## config.mk

```make
export PLATFORM = sky130hd
export DESIGN_NAME = pkt_ptr_port
export DESIGN_NICKNAME = d
export VERILOG_FILES = /design/src/rtl/pkt_ptr_port.sv
export SDC_FILE = /design/constraint.sdc
export NUM_CORES = 1
export LEC_CHECK = 0
export ABC_AREA = 1
export CAP_MARGIN = 15
export CORE_MARGIN = 3
export CORE_UTILIZATION = 60
export DETAILED_ROUTE_END_ITERATION = 10
export DONT_BUFFER_PORTS = 1
export PLACE_DENSITY_LB_ADDON = 0.25
export RECOVER_POWER = 50
export SKIP_CTS_REPAIR_TIMING = 1
export SLEW_MARGIN = 20
export SYNTH_ARGS = -nofsm -noshare
export SYNTH_HDL_FRONTEND = slang
export SYNTH_SLANG_ARGS = --single-unit
export TNS_END_PERCENT = 1
```

## constraint.sdc

```tcl
create_clock -name clk -period 2.45 [get_ports clk]
set_input_delay 0.3675 -clock clk [delete_from_list [all_inputs] [get_ports clk]]
set_output_delay 0.3675 -clock clk [all_outputs]
set_load 0.01 [all_outputs]
```

## src/rtl/pkt_ptr_port.sv

```systemverilog
module pkt_ptr_port #(
  parameter int PN_W  = 4,
  parameter int OFF_W = 11,
  localparam int AW   = PN_W + OFF_W - 1
) (
  input  logic            clk,
  input  logic            rst_n,
  input  logic            ptr_we,
  input  logic [15:0]     ptr_wdata,
  output logic [15:0]     ptr_rdata,
  input  logic            pnum_we,
  input  logic [PN_W-1:0] pnum_wdata,
  input  logic [PN_W-1:0] rxq_head,
  input  logic            dat_rd,
  input  logic            dat_wr,
  input  logic            dat_word,
  input  logic [15:0]     dat_wdata,
  output logic [15:0]     dat_rdata,
  output logic            dat_ready,
  output logic            ram_en,
  output logic            ram_we,
  output logic [1:0]      ram_be,
  output logic [AW-1:0]   ram_addr,
  output logic [15:0]     ram_wdata,
  input  logic [15:0]     ram_rdata
);

  logic             src_rx, ainc, rmode, cap_q;
  logic [OFF_W-1:0] off;
  logic [PN_W-1:0]  pnum_q;
  logic [15:0]      pf;

  wire [PN_W-1:0]  cur_pn   = src_rx ? rxq_head : pnum_q;
  wire [PN_W-1:0]  ptr_pn   = ptr_wdata[15] ? rxq_head : pnum_q;
  wire             acc_wr   = dat_wr & ~rmode & ~ptr_we;
  wire             acc_rd   = dat_rd & rmode & dat_ready & ~ptr_we;
  wire [OFF_W-1:0] next_off = off + (dat_word ? OFF_W'(2) : OFF_W'(1));

  assign dat_ready = ~((ram_en & ~ram_we) | cap_q);
  assign ptr_rdata = {src_rx, ainc, rmode, {(13-OFF_W){1'b0}}, off};
  assign dat_rdata = dat_word ? pf : {8'h00, (off[0] ? pf[15:8] : pf[7:0])};

  always_ff @(posedge clk or negedge rst_n) begin
    if (!rst_n) begin
      src_rx    <= 1'b0;
      ainc      <= 1'b0;
      rmode     <= 1'b0;
      off       <= '0;
      pnum_q    <= '0;
      pf        <= '0;
      cap_q     <= 1'b0;
      ram_en    <= 1'b0;
      ram_we    <= 1'b0;
      ram_be    <= 2'b00;
      ram_addr  <= '0;
      ram_wdata <= '0;
    end else begin
      ram_en <= 1'b0;
      ram_we <= 1'b0;
      cap_q  <= ram_en & ~ram_we;
      if (cap_q) pf <= ram_rdata;
      if (pnum_we) pnum_q <= pnum_wdata;

      if (ptr_we) begin
        src_rx <= ptr_wdata[15];
        ainc   <= ptr_wdata[14];
        rmode  <= ptr_wdata[13];
        off    <= ptr_wdata[OFF_W-1:0];
        if (ptr_wdata[13]) begin
          ram_en   <= 1'b1;
          ram_be   <= 2'b11;
          ram_addr <= {ptr_pn, ptr_wdata[OFF_W-1:1]};
        end
      end else if (acc_wr) begin
        ram_en    <= 1'b1;
        ram_we    <= 1'b1;
        ram_addr  <= {cur_pn, off[OFF_W-1:1]};
        ram_be    <= dat_word ? 2'b11 : (off[0] ? 2'b10 : 2'b01);
        ram_wdata <= dat_word ? dat_wdata : {dat_wdata[7:0], dat_wdata[7:0]};
        if (ainc) off <= next_off;
      end else if (acc_rd && ainc) begin
        off      <= next_off;
        ram_en   <= 1'b1;
        ram_be   <= 2'b11;
        ram_addr <= {cur_pn, next_off[OFF_W-1:1]};
      end
    end
  end

endmodule


```

==> results.md <==
- Clock Skews: 0.00999 ns
- Finished Core Util: 0.668
- Slew Viols, Final: 0
- CTS root buf: clkbuf_8
- Cell row count: 27
- WS Path Type: register to register
- Critical Path Sink Type: register
- Global placement routability congestion: roughly 0.82
- Max Root-Sink Buffers: 2
- Register area: about 1700 µm²
- Vias per cell: 5.41
- Distinct cells, synth: 36
- Layout net count: roughly 520
- Netlist Area Pre-Place: about 3700 µm²
- Max VDD drop: about 0.43 mV
- Post-DP HPWL: between 5 and 6 mm
- Num CTS Buffers: 9
- RSZ-0062 raised after global routing: false
- Critical-path maximum fanout: 34
- Status: finished, final reports clean
- H-tree Lvls: 3
- Final Cell Area: ~3800 µm²
- Lkg Pwr: around 2 nW
- I/O pin total: 130
- Drt wl/cell: 15.3 µm
- Initial DRC Count: 125
- Avg Synthesized Cell Area: 7.93 µm²
- Hold Path Class: primary input to register
- Worst endpoint required time: around 2.7 ns
- DIE WIDTH: ~84 µm
- Antenna violations before repair: 0
- Synth top area share: 0.472
- Syn. warnings: 0
- CTS tree: yes
- Power per Cell Area: 803 nW/µm²
- Final Power: 3.06 mW
- DRC Markers: 0
- Post-synth top area cell: dfrtp_1
- Core box area: ~5700 µm²
- Post-route minimum period: about 2 ns
- Multi-input gate area: around 1500 µm²
- Global-route wire length before repair: between 10 and 15 mm
- Cells after Synth: between 400 and 500
- # Max-Cap Violations: 0
- Area grow syn2layout: 4.31%
- Total congestion overflow: 0
- Skew-Pair Late Insertion Delay: about 0.33 ns
- Max Fclk: between 400 and 500 MHz
- Die span in y: around 84 µm
- Largest net degree at the start of global routing: 70
- Count of final hold-check violations: 0
- Remaining antenna violation count after routing: 0
- Synthesized flop and latch total: 69
- Final period utilization: 0.834
- Post-DP Area: roughly 3600 µm²
- Slew headroom: 0.438
- Die ar.: between 7000 and 8000 µm²
- CTS Sinks: 69
- DR pass1 iterations: 4
- Starting density of the core: 0.640
- Synth area leaders: dfrtp_1, nand2_1, o21ai_0
- Layout cell share with drive strength beyond 1: 0.0978
- Reg clk slew, reported paths: around 0.080 ns
- Final WL: a little over 8 mm
- Seq/Total Area, Yosys: 0.472
- Fillcell total: between 400 and 500
- Vias in the first global route: about 2.7k
- CP Launch Type: register
- N_diodes: 0
- Via count: approximately 2.9k
- Final Setup Violations: 0
- Data arrival, critical path: 2.30 ns
- Slew @ Worst Pin: around 0.84 ns
- Tot GR Track Use: 0.233
- Fin Setup TNS: 0 ns
- IO Port Bufs: 0
-- flip-flops by register name, summed over array words and instances, names as in the netlist --
signal,count
off,11
ram_wdata,16
pf,16
ram_be,2
ram_we,1
pnum_q,4
src_rx,1
cap_q,1
rmode,1
ram_addr,14
ainc,1
ram_en,1
-- cells by family (layout without fill, tap and decap cells) --
| family | Yosys count | after routing | share of synthesized area |
|---|---|---|---|
| flip-flops | 69 | 69 | 0.472 |
| multiplexers | 8 | 8 | 0.0233 |
| other | 1 | 2 | 0.00103 |
| AND/OR/NAND/NOR | 219 | 219 | 0.253 |
| buffers and inverters | 79 | 77 | 0.108 |
| AO/OA/AOI/OAI | 78 | 78 | 0.118 |
| XOR/XNOR | 2 | 2 | 0.00479 |
| adder cells (fa/ha/maj) | 5 | 5 | 0.0192 |
-- synthesized netlist by cell type (all sizes together) --
library cell / count
nand2: 173
dfrtp: 69
o21ai: 61
inv: 54
nor2: 25
buf: 20
nand3: 18
a21oi: 14
clkbuf: 4
ha: 4
mux2: 4
mux2i: 4
a22o: 1
a22oi: 1
clkinv: 1
conb: 1
fa: 1
nand3b: 1
nand4: 1
o21a: 1
or2: 1
xnor2: 1
xor2: 1
-- final timing paths --
kind | cells after the start | endpoint | slack [ns] | from
hold / removal | 2 | pf[1] | 0.14 | ram_rdata[1]
hold reg to reg | 2 | pf[1] | 0.48 | pf[1]
min in group asynchronous | 2 | pf[15] | 0.59 | rst_n
max in group asynchronous | 2 | pf[2] | 1.56 | rst_n
setup reg to reg | 8 | ram_addr[2] | 0.41 | rmode
setup / recovery | 8 | ram_addr[2] | 0.41 | rmode
-- layout make-up --
type / instances / area share
Clock buffer: 12 / 0.0354
Clock inverter: 4 / 0.0128
Sequential cell: 69 / 0.453
Inverter: 55 / 0.0594
Timing Repair Buffer: 6 / 0.0167
Multi-Input combinational cell: 314 / 0.399
Tap cell: 72 / 0.0236
-- layout by cell type, fill, tap and decap left out, types with 2 or more instances in the layout --
cell | netlist | routed
clkbuf_1 | 4 | 4
dfrtp_1 | 69 | 69
nor2_1 | 22 | 23
o21ai_2 | 5 | 5
mux2_2 | 4 | 4
nand3_1 | 18 | 18
o21ai_1 | 8 | 8
inv_1 | 47 | 47
clkbuf_8 | 0 | 9
clkinv_2 | 0 | 2
buf_4 | 6 | 3
inv_2 | 5 | 5
conb_1 | 1 | 2
mux2i_1 | 4 | 4
a21oi_1 | 13 | 13
o21ai_0 | 47 | 47
nand2_2 | 2 | 2
ha_1 | 4 | 4
nand2_1 | 167 | 167
nand2_4 | 4 | 4
-- critical path, stage by stage (launching register included) --
cell     delay, ns
dfrtp_1       0.45
inv_2         0.10
nand2_4       0.10
nor2_1        0.53
inv_2         0.19
buf_4         0.28
nand3_1       0.11
nand3_1       0.06
a21oi_1       0.14
-- report_power, final --
part	switching, mW	internal, mW
clock network	0.413	0.470
logic	0.385	0.211
registers	0.246	1.34
-- through the flow --
step	worst slack, ns	hold WS [ns]	instances
floorplan	0.217	0.0719	462
global placement	0.529	0.0735	514
detailed placement	0.472	0.0735	514
CTS	0.432	-0.297	530
global route	0.208	0.130	532
finish	0.406	0.145	532
-- routing by layer --
layer / share of wire / track usage / vias to the layer above
met1: 0.42 / 0.288 / 1359
met5: 0 / 0 / -
met4: 0.0068 / 0.0599 / 0
met2: 0.50 / 0.386 / 96
met3: 0.076 / 0.0849 / 4
li1: - / - / 1419
(Power assumes the default switching activity.)
